===== src/rtl/ssx_pkg.sv =====
package ssx_pkg;
  typedef enum logic [1:0] {
    ST_IDLE = 2'd0,
    ST_WAIT = 2'd1,
    ST_SYNC = 2'd2,
    ST_DATA = 2'd3
  } txst_e;
endpackage


===== src/rtl/ssx_start_pick.sv =====
module ssx_start_pick #(
  parameter int NSRC = 4,
  localparam int SSW = (NSRC > 1) ? $clog2(NSRC) : 1
) (
  input  logic [NSRC-1:0] start_evt,
  input  logic [SSW-1:0]  sel,
  output logic            hit
);
  logic [NSRC-1:0] match;

  for (genvar g = 0; g < NSRC; g++) begin : g_src
    assign match[g] = start_evt[g] && (sel == SSW'(g));
  end

  assign hit = |match;
endmodule


===== src/rtl/ssx_shifter.sv =====
module ssx_shifter #(
  parameter int SHW = 16,
  localparam int LW = $clog2(SHW)
) (
  input  logic           clk,
  input  logic           rst_n,
  input  logic           load,
  input  logic           shift,
  input  logic [SHW-1:0] load_val,
  input  logic [LW-1:0]  load_len_m1,
  input  logic           msb_first,
  output logic           bit_o
);
  logic [SHW-1:0] sh_q;
  logic [SHW-1:0] norm;

  // Place the field so that bit 0 of the register is always the next bit out.
  always_comb begin
    norm = '0;
    for (int i = 0; i < SHW; i++) begin
      if (!msb_first) begin
        norm[i] = load_val[i];
      end else if (LW'(i) <= load_len_m1) begin
        norm[i] = load_val[load_len_m1 - LW'(i)];
      end
    end
  end

  always_ff @(posedge clk or negedge rst_n) begin
    if (!rst_n) begin
      sh_q <= '0;
    end else if (load) begin
      sh_q <= norm;
    end else if (shift) begin
      sh_q <= {1'b0, sh_q[SHW-1:1]};
    end
  end

  assign bit_o = sh_q[0];
endmodule


===== src/rtl/ssx_sequencer.sv =====
module ssx_sequencer
  import ssx_pkg::*;
#(
  parameter int DLY_W = 8,
  parameter int CNT_W = 4,
  parameter int LW    = 4
) (
  input  logic             clk,
  input  logic             rst_n,
  input  logic             bit_en,
  input  logic             start_hit,
  input  logic [DLY_W-1:0] cfg_dly,
  input  logic             cfg_sync_en,
  input  logic [LW-1:0]    sync_len_m1,
  input  logic [LW-1:0]    word_len_m1,
  input  logic [CNT_W-1:0] word_cnt_m1,
  input  logic             s_valid,
  output logic             s_ready,
  output logic             ld_sync,
  output logic             ld_word,
  output logic             shift,
  output logic             line_on,
  output logic             busy,
  output logic             underrun
);
  txst_e            st_q, st_d;
  logic [DLY_W-1:0] dly_q, dly_d;
  logic [LW-1:0]    bit_q, bit_d;
  logic [CNT_W-1:0] word_q, word_d;
  logic             on_q, on_d;
  logic             und_q;
  logic             frame_go;
  logic             word_go;
  logic             first_word;

  always_comb begin
    st_d       = st_q;
    dly_d      = dly_q;
    bit_d      = bit_q;
    word_d     = word_q;
    on_d       = on_q;
    frame_go   = 1'b0;
    word_go    = 1'b0;
    first_word = 1'b0;
    ld_sync    = 1'b0;
    ld_word    = 1'b0;
    shift      = 1'b0;

    if (bit_en) begin
      unique case (st_q)
        ST_IDLE: begin
          if (start_hit) begin
            if (cfg_dly == '0) begin
              frame_go = 1'b1;
            end else begin
              st_d  = ST_WAIT;
              dly_d = cfg_dly;
            end
          end
        end
        ST_WAIT: begin
          if (dly_q == DLY_W'(1)) frame_go = 1'b1;
          else                    dly_d    = dly_q - 1'b1;
        end
        ST_SYNC: begin
          if (bit_q == '0) begin
            word_go    = 1'b1;
            first_word = 1'b1;
          end else begin
            shift = 1'b1;
            bit_d = bit_q - 1'b1;
          end
        end
        ST_DATA: begin
          if (bit_q == '0) begin
            if (word_q == '0) begin
              st_d = ST_IDLE;
              on_d = 1'b0;
            end else begin
              word_go = 1'b1;
              word_d  = word_q - 1'b1;
            end
          end else begin
            shift = 1'b1;
            bit_d = bit_q - 1'b1;
          end
        end
        default: st_d = ST_IDLE;
      endcase
    end

    if (frame_go) begin
      if (cfg_sync_en) begin
        st_d    = ST_SYNC;
        ld_sync = 1'b1;
        bit_d   = sync_len_m1;
        on_d    = 1'b1;
      end else begin
        word_go    = 1'b1;
        first_word = 1'b1;
      end
    end

    if (word_go) begin
      st_d    = ST_DATA;
      bit_d   = word_len_m1;
      on_d    = s_valid;
      ld_word = s_valid;
      if (first_word) word_d = word_cnt_m1;
    end
  end

  always_ff @(posedge clk or negedge rst_n) begin
    if (!rst_n) begin
      st_q   <= ST_IDLE;
      dly_q  <= '0;
      bit_q  <= '0;
      word_q <= '0;
      on_q   <= 1'b0;
      und_q  <= 1'b0;
    end else begin
      st_q   <= st_d;
      dly_q  <= dly_d;
      bit_q  <= bit_d;
      word_q <= word_d;
      on_q   <= on_d;
      und_q  <= word_go && !s_valid;
    end
  end

  assign s_ready  = word_go;
  assign line_on  = on_q;
  assign busy     = (st_q != ST_IDLE);
  assign underrun = und_q;
endmodule


===== src/rtl/frame_serial_tx.sv =====
module frame_serial_tx #(
  parameter int NSRC   = 4,
  parameter int WORD_W = 16,
  parameter int SYNC_W = 16,
  parameter int DLY_W  = 8,
  parameter int CNT_W  = 4,
  localparam int SSW   = (NSRC > 1) ? $clog2(NSRC) : 1,
  localparam int WLW   = $clog2(WORD_W),
  localparam int SLW   = $clog2(SYNC_W),
  localparam int SHW   = (WORD_W > SYNC_W) ? WORD_W : SYNC_W,
  localparam int LW    = $clog2(SHW)
) (
  input  logic              clk,
  input  logic              rst_n,
  input  logic              bit_en,
  input  logic [NSRC-1:0]   start_evt,
  input  logic [SSW-1:0]    cfg_start_sel,
  input  logic [DLY_W-1:0]  cfg_dly,
  input  logic              cfg_sync_en,
  input  logic [SLW-1:0]    cfg_sync_len_m1,
  input  logic [SYNC_W-1:0] cfg_sync_data,
  input  logic [WLW-1:0]    cfg_word_len_m1,
  input  logic [CNT_W-1:0]  cfg_word_cnt_m1,
  input  logic              cfg_msb_first,
  input  logic              cfg_idle_lvl,
  input  logic              s_valid,
  input  logic [WORD_W-1:0] s_data,
  output logic              s_ready,
  output logic              tx_data,
  output logic              tx_busy,
  output logic              underrun
);
  logic           start_hit;
  logic           ld_sync, ld_word, shift, line_on;
  logic           sh_bit;
  logic [LW-1:0]  sync_len, word_len;
  logic [SHW-1:0] load_val;
  logic [LW-1:0]  load_len;

  assign sync_len = LW'(cfg_sync_len_m1);
  assign word_len = LW'(cfg_word_len_m1);
  assign load_val = ld_sync ? SHW'(cfg_sync_data) : SHW'(s_data);
  assign load_len = ld_sync ? sync_len : word_len;

  ssx_start_pick #(.NSRC(NSRC)) u_pick (
    .start_evt (start_evt),
    .sel       (cfg_start_sel),
    .hit       (start_hit)
  );

  ssx_sequencer #(.DLY_W(DLY_W), .CNT_W(CNT_W), .LW(LW)) u_seq (
    .clk         (clk),
    .rst_n       (rst_n),
    .bit_en      (bit_en),
    .start_hit   (start_hit),
    .cfg_dly     (cfg_dly),
    .cfg_sync_en (cfg_sync_en),
    .sync_len_m1 (sync_len),
    .word_len_m1 (word_len),
    .word_cnt_m1 (cfg_word_cnt_m1),
    .s_valid     (s_valid),
    .s_ready     (s_ready),
    .ld_sync     (ld_sync),
    .ld_word     (ld_word),
    .shift       (shift),
    .line_on     (line_on),
    .busy        (tx_busy),
    .underrun    (underrun)
  );

  ssx_shifter #(.SHW(SHW)) u_shift (
    .clk         (clk),
    .rst_n       (rst_n),
    .load        (ld_sync || ld_word),
    .shift       (shift),
    .load_val    (load_val),
    .load_len_m1 (load_len),
    .msb_first   (cfg_msb_first),
    .bit_o       (sh_bit)
  );

  assign tx_data = line_on ? sh_bit : cfg_idle_lvl;
endmodule


===== config.mk =====
export PLATFORM = sky130hd
export DESIGN_NAME = frame_serial_tx
export DESIGN_NICKNAME = d
export VERILOG_FILES = /design/src/rtl/ssx_pkg.sv /design/src/rtl/ssx_start_pick.sv /design/src/rtl/ssx_shifter.sv /design/src/rtl/ssx_sequencer.sv /design/src/rtl/frame_serial_tx.sv
export SDC_FILE = /design/constraint.sdc
export NUM_CORES = 1
export LEC_CHECK = 0
export BUFFER_PORTS_ARGS = -buffer_cell sky130_fd_sc_hd__buf_2
export CAP_MARGIN = 10
export CELL_PAD_IN_SITES_DETAIL_PLACEMENT = 1
export CELL_PAD_IN_SITES_GLOBAL_PLACEMENT = 1
export CORE_MARGIN = 5
export CORE_UTILIZATION = 40
export DETAILED_ROUTE_END_ITERATION = 12
export GPL_TIMING_DRIVEN = 0
export PLACE_DENSITY_LB_ADDON = 0.15
export SLEW_MARGIN = 30
export SYNTH_ARGS = -nofsm -noshare
export SYNTH_HDL_FRONTEND = slang
export SYNTH_SLANG_ARGS = --single-unit

===== constraint.sdc =====
create_clock -name clk -period 5.5 [get_ports clk]
set_input_delay 1.1 -clock clk [delete_from_list [all_inputs] [get_ports clk]]
set_output_delay 1.1 -clock clk [all_outputs]
set_load 0.03 [all_outputs]

[After elaboration in Yosys (flattened, before gate mapping)]
Index checks and enable logic that the tools add are counted.
Storage, ports and cells
  memory bits (read-only): 0
  bits in latches: 0
  register bits: 36
  output and inout bits: 4
  word-level logic and storage cells: 208
  memories kept: 0
  bits in writable memories: 0
Operators by class
  bitwise logic cells: 0
  order comparisons: 32
  div/mod/pow operators: 0
  $add $sub $neg: 18
  equality and inequality tests: 10
  multiplexer cells: 123
  $mul: 0
  reductions and logical operators: 18
  shifts and indexed selects: 0
Operators with widths (count)
  4-bit by 5-bit < comparator with 1-bit output, second input constant: 16
  1-bit two-way mux: 76
  1-bit binary-select mux with 4-bit select: 16
  4-bit two-way mux: 13
  16-bit two-way mux: 3
  4-bit <= comparator, first input constant: 8
  4-bit subtractor, second input constant: 8
  8-bit two-way mux: 3
  3-bit by 4-bit <= comparator with 1-bit output, first input constant: 4
  2-bit two-way mux: 8
  8-bit one-hot mux with 2 select lines: 1
  4-bit by 3-bit subtractor with 4-bit output, second input constant: 4
  4-bit by 1-bit subtractor with 4-bit output, second input constant: 3
  2-bit == test, second input constant: 4
  8-bit by 1-bit == test with 1-bit output, second input constant: 1
  1-bit by 4-bit <= comparator with 1-bit output, first input constant: 2
  2-bit by 4-bit <= comparator with 1-bit output, first input constant: 2
  4-bit logical NOT: 2
  8-bit logical NOT: 1
  4-bit by 2-bit subtractor with 4-bit output, second input constant: 2
  8-bit by 1-bit subtractor with 8-bit output, second input constant: 1
  2-bit != test, second input constant: 3
  2-bit nonzero test: 3
  1-bit logical AND: 5
  other kinds (9): 12

[Logic depth before layout (Yosys ltp)]
  depth after elaboration: 14
  gate-level depth with buffers: 15
  depth with buffers taken out: 14

[By module]
A second synthesis with hierarchy kept.
Unflattened totals
  cell total of the unflattened synthesis: 413
  area total of the unflattened synthesis: 4189.0 um^2
By module, submodules not included
  ssx_shifter: cells each 227, sequential area each 400.4 um^2, area each 2409.8 um^2, times used 1
  ssx_sequencer: cells each 161, sequential area each 500.5 um^2, area each 1420.1 um^2, times used 1
  frame_serial_tx: cells each 24, sequential area each 0.0 um^2, area each 336.6 um^2, times used 1
  ssx_start_pick: cells each 1, sequential area each 0.0 um^2, area each 22.5 um^2, times used 1

[Worst setup path after synthesis]
No wires, ideal clock.
  kind: in2reg
  start: input cfg_start_sel[1]
  end: register u_shift.sh_q[11]
  library setup time: 0.103 ns
  path buffers: 1
  path slack: 1.321 ns
  arrival time: 4.075 ns
  stages: 12
  cells stage by stage: mux4_2 -> and4_1 -> buf_6 -> o21ai_0 -> nand2_1 -> ha_1 -> nand2_1 -> nor3_2 -> a2111oi_4 -> mux2_2 -> mux2_2 -> o41ai_2
On the way
  longest elaborated chain between the ends: 14
RTL lines
  start, declared: line frame_serial_tx.sv:17  | input logic [SSW-1:0] cfg_start_sel,
  2-bit by 1-bit == test with 1-bit output (tied with other cells): line ssx_start_pick.sv:12  | assign match[g] = start_evt[g] && (sel == SSW'(g));
  1-bit logical AND: line ssx_start_pick.sv:12
  4-bit OR reduction *: line ssx_start_pick.sv:15  | assign hit = |match;
  1-bit two-way mux *: line ssx_sequencer.sv:52  | if (start_hit) begin
  1-bit one-hot mux with 2 select lines *: line ssx_sequencer.sv:50  | unique case (st_q)
  1-bit two-way mux *: line ssx_sequencer.sv:49  | if (bit_en) begin
  1-bit two-way mux: line ssx_sequencer.sv:92  | if (frame_go) begin
  4-bit two-way mux: line frame_serial_tx.sv:43  | assign load_len = ld_sync ? sync_len : word_len;
  4-bit subtractor: line ssx_shifter.sv:24  | norm[i] = load_val[load_len_m1 - LW'(i)];
  1-bit binary-select mux with 4-bit select: line ssx_shifter.sv:24
  1-bit two-way mux (not written as such): line ssx_shifter.sv:24
  1-bit two-way mux: line ssx_shifter.sv:23  | end else if (LW'(i) <= load_len_m1) begin
  1-bit two-way mux: line ssx_shifter.sv:21  | if (!msb_first) begin
  16-bit two-way mux: line ssx_shifter.sv:32  | end else if (load) begin
  end signal, assigned: line ssx_shifter.sv:33  | sh_q <= norm;
  end signal, assigned: line ssx_shifter.sv:35  | sh_q <= {1'b0, sh_q[SHW-1:1]};
  end, declared: line ssx_shifter.sv:14  | logic [SHW-1:0] sh_q;
Mark *: on every way between the ends. The rest lies on a longest branch, timed or not. The select of a mux whose other input is x is not followed.
A chain may end at the register's enable or synchronous reset.

[Final worst setup path]
Ends and elaborated chain as after synthesis.

==> metrics.md <==
| Metric | Value |
|---|---|
| DRT iter0 DRCs | 392 |
| Total CTS buffers | 5 |
| Slew Limit Fails | 0 |
| Mux cell area share after synthesis | 23.86% |
| First drt pass iteration count | 5 |
| Top-level port count | 69 |
| Worst r2r dst | u_shift.sh_q[11]$_DFFE_PN0P_ |
| Critical Path Start Type | input pin |
| Unrepaired setup endpoints after global routing | false |
| Hold EP | u_shift.sh_q[15]$_DFFE_PN0P_ |
| Number of synthesized flops with an enable pin | 0 |
| Commonest non-fill, non-tap cell in the layout | nand2_1 |
| Worst-Margin Slew | 830.6 ps |
| Ant diodes | 0 |
| Vias in the first global route | 4695 |
| Syn_area_per_cell | 8.042 um^2 |
| Clock sink count | 36 |
| Worst Reg-to-Reg Cells | 15 |
| Setup repair bufs after CTS | 0 |
| Synth Register Bits | 36 |
| Dpl hpwl | 13430 um |
| CP Depth | 13 |
| Crit Path Max Fanout | 9 |
| DIE WIDTH | 113.8 um |
| Synth Cell Area | 4310 um^2 |
| Core area | 10700 um^2 |
| CTS root buffer | clkbuf_8 |
| Warnings, synthesis | 0 |
| Worst vdd ir | 170.7 uV |
| Worst path slowest cell | mux4_2 |
| Global-route wire length before repair | 26610 um |
| Resized Gates After CTS | 0 |
| Number of failing hold endpoints at the final stage | 0 |
| WL final | 17060 um |
| Setup TNS | 0 ps |
| Count of different cell masters after synthesis | 67 |
| Port Buffers | 66 |
| Die extent in y | 113.8 um |
| Max clock buf depth | 2 |
| XOR/XNOR Fraction of Synth Area | 1.626% |
| WL per Instance | 22.75 um |
| Largest net degree at the start of global routing | 37 |
| Synth Area in Adders | 2.612% |
| Routed Antenna Nets | 0 |
| Leak Pwr | 2.137 nW |
| Post-Synth Simple-Gate Area | 22.87% |
| Post-layout min period | 4685 ps |
| Rows | 38 |
| Pwr Density | 295.5 nW/um^2 |
| Setup crit end kind | flip-flop |
| Status | completed |
| # H-tree levels | 2 |
| Clock slew at reported path FFs | 80 ps |
| Via count | 4659 |
| Async SR Flop Fraction | 100.0% |
| # hold bufs at CTS | 0 |
| Total congestion overflow | 0 |
| CP arrival | 4880 ps |
| GRT Total Usage | 26.18% |
| Largest family of logic cells by synthesized area | multiplexers |
| # nets final | 683 |
| P&R area growth vs syn | 14.28% |
| Critical path's largest stage delay | 550 ps |
| Syn Inst Count | 536 |
| Post-route insts no fill | 750 |
| CTS tree | built |
| Compound-gate portion of the synthesized area | 22.03% |
| CP bufs+invs | 2 |
| Slew headroom | 44.63% |
| Full die area | 12950 um^2 |
| Final setup vio count | 0 |
| Skew-Pair Late Insertion Delay | 300 ps |
| DRC viols | 0 |
| CP Cell Sequence | buf_2 > mux4_2 > and4_1 > buf_6 > o21ai_0 > nand2_1 > ha_1 > nand2_1 > nor3_2 > a2111oi_4 > mux2_2 > mux2_2 > o41ai_2 |
| Reg-to-Reg Start | u_seq.st_q[1]$_DFF_PN0_ |
| Vias per cell | 6.212 |
| FILL cells | 1361 |
| Cells after DPL | 742 |
| Most frequent cells in the layout | nand2_1, buf_2, a21oi_1, mux2i_1, nor2_1 |
| Min-Delay Path Class | flip-flop to flip-flop |
| CP top delay family | multiplexers |
| Hold depth | 2 |
| Antenna violations before repair | 0 |
| GP Congestion | 0.9763 |
| Period Utilization, post-route | 85.19% |
| FF-to-FF setup slack | 1050 ps |
| Initial core utilization | 40.29% |
| Syn nets | 610 |
| Register area share after synthesis | 20.90% |
| Max frequency | 213.4 MHz |
| Top_reg_cell synth | dfrtp_1 |
| Share of post-route cells with drive strength above 1 | 23.77% |
| Max-cap viol count | 0 |
| HP Start | u_shift.sh_q[15]$_DFFE_PN0P_ |
| Critical path class | input pin to flip-flop |
| CP required | 5700 ps |
| Fin Clk Skew | 8.486 ps |
## logic make-up after synthesis
family / after synthesis
AOI/OAI and AO/OA: 147
xor gates and xnor gates: 8
adders and majority gates: 9
buffers and inverters: 55
DFF: 36
muxes: 84
and+or+nand+nor: 197
## registers in the layout, indices dropped and copies added (netlist names)
register	count
u_seq.bit_q	4
u_seq.dly_q	8
u_seq.line_on	1
u_seq.st_q	2
u_seq.underrun	1
u_seq.word_q	4
u_shift.sh_q	16
## how the worst max path moves through the flow
| stage | start | slack [ps] | endpoint |
|---|---|---|---|
| after floorplan | cfg_start_sel[1] | 1320 | u_shift.sh_q[11]$_DFFE_PN0P_ |
| after CTS | cfg_start_sel[1] | 780 | u_shift.sh_q[11]$_DFFE_PN0P_ |
| after global routing | cfg_start_sel[1] | 590 | u_shift.sh_q[11]$_DFFE_PN0P_ |
| after global placement | cfg_start_sel[1] | 500 | u_shift.sh_q[11]$_DFFE_PN0P_ |
| after detailed placement | cfg_start_sel[1] | 480 | u_shift.sh_q[11]$_DFFE_PN0P_ |
| final | cfg_start_sel[1] | 810 | u_shift.sh_q[11]$_DFFE_PN0P_ |
## power by group
part	leakage (nW)	switching, mW	internal [mW]	total (mW)
clock network	0.0552	0.112	0.135	0.247
registers	0.451	0.102	0.382	0.484
logic	1.63	0.414	0.311	0.725
total	2.14	0.628	0.828	1.46
## synth_stat cells (all sizes together) (5+ instances only)
cell type | n | area [um^2]
ha | 9 | 112.6
nor4 | 5 | 82.58
a31oi | 9 | 56.30
nand2 | 77 | 296.5
mux2i | 48 | 488.0
o211ai | 5 | 37.54
xnor2 | 7 | 61.31
nand3 | 27 | 135.1
nor3 | 14 | 75.07
a21oi | 54 | 270.3
inv | 17 | 63.81
mux2 | 24 | 270.3
nor2 | 45 | 176.4
buf | 18 | 123.9
and4 | 5 | 45.04
clkbuf | 20 | 75.07
o31ai | 5 | 42.54
mux4 | 12 | 270.3
dfrtp | 36 | 900.9
o21ai | 36 | 180.2
o221a | 5 | 56.30
## final cells by class
type / instances / area (um^2) / share of cell area [%]
inverter: 17 / 63.81 / 1.295
tap: 140 / 175.2 / 3.556
multi-input combinational: 445 / 3147 / 63.88
timing repair buffer: 66 / 332.8 / 6.756
clock inverter: 2 / 35.03 / 0.7112
clock buffer: 6 / 72.57 / 1.473
buffer: 38 / 198.9 / 4.039
sequential: 36 / 900.9 / 18.29
## routing by layer
metal | part of all wire (%) | GRT usage, %
met5 | 0 | 0
met4 | 2.3 | 7.047
met3 | 6.8 | 4.297
met2 | 46 | 42.32
met1 | 44 | 36.35
## through the flow
| step | hold WS (ps) | worst slack, ps | util [%] | total power [mW] | area [um^2] |
|---|---|---|---|---|---|
| after floorplan | 475.7 | 1321 | - | 0.9770 | 4310 |
| after global placement | 508.4 | 500.8 | 45.02 | 1.162 | 4816 |
| after detailed placement | 512.6 | 482.0 | 45.02 | 1.204 | 4816 |
| after CTS | 532.6 | 778.3 | 46.02 | 1.455 | 4923 |
| after global routing | 577.6 | 585.9 | 46.05 | 1.552 | 4926 |
| final | 527.5 | 814.7 | 46.05 | 1.455 | 4926 |
## worst register-to-register path, cell delays in order, from the launching register on
cell       delay (ps)
dfrtp_1           410
inv_1             110
ha_1              230
and4bb_2          280
nand4_1           260
nand2_4           310
buf_2             320
mux2i_1           340
inv_1             130
ha_1              320
nand2_1           130
nor3_2             50
a2111oi_4         530
mux2_2            410
mux2_2            300
o41ai_2           200
Power figures use the tool's default switching activity.
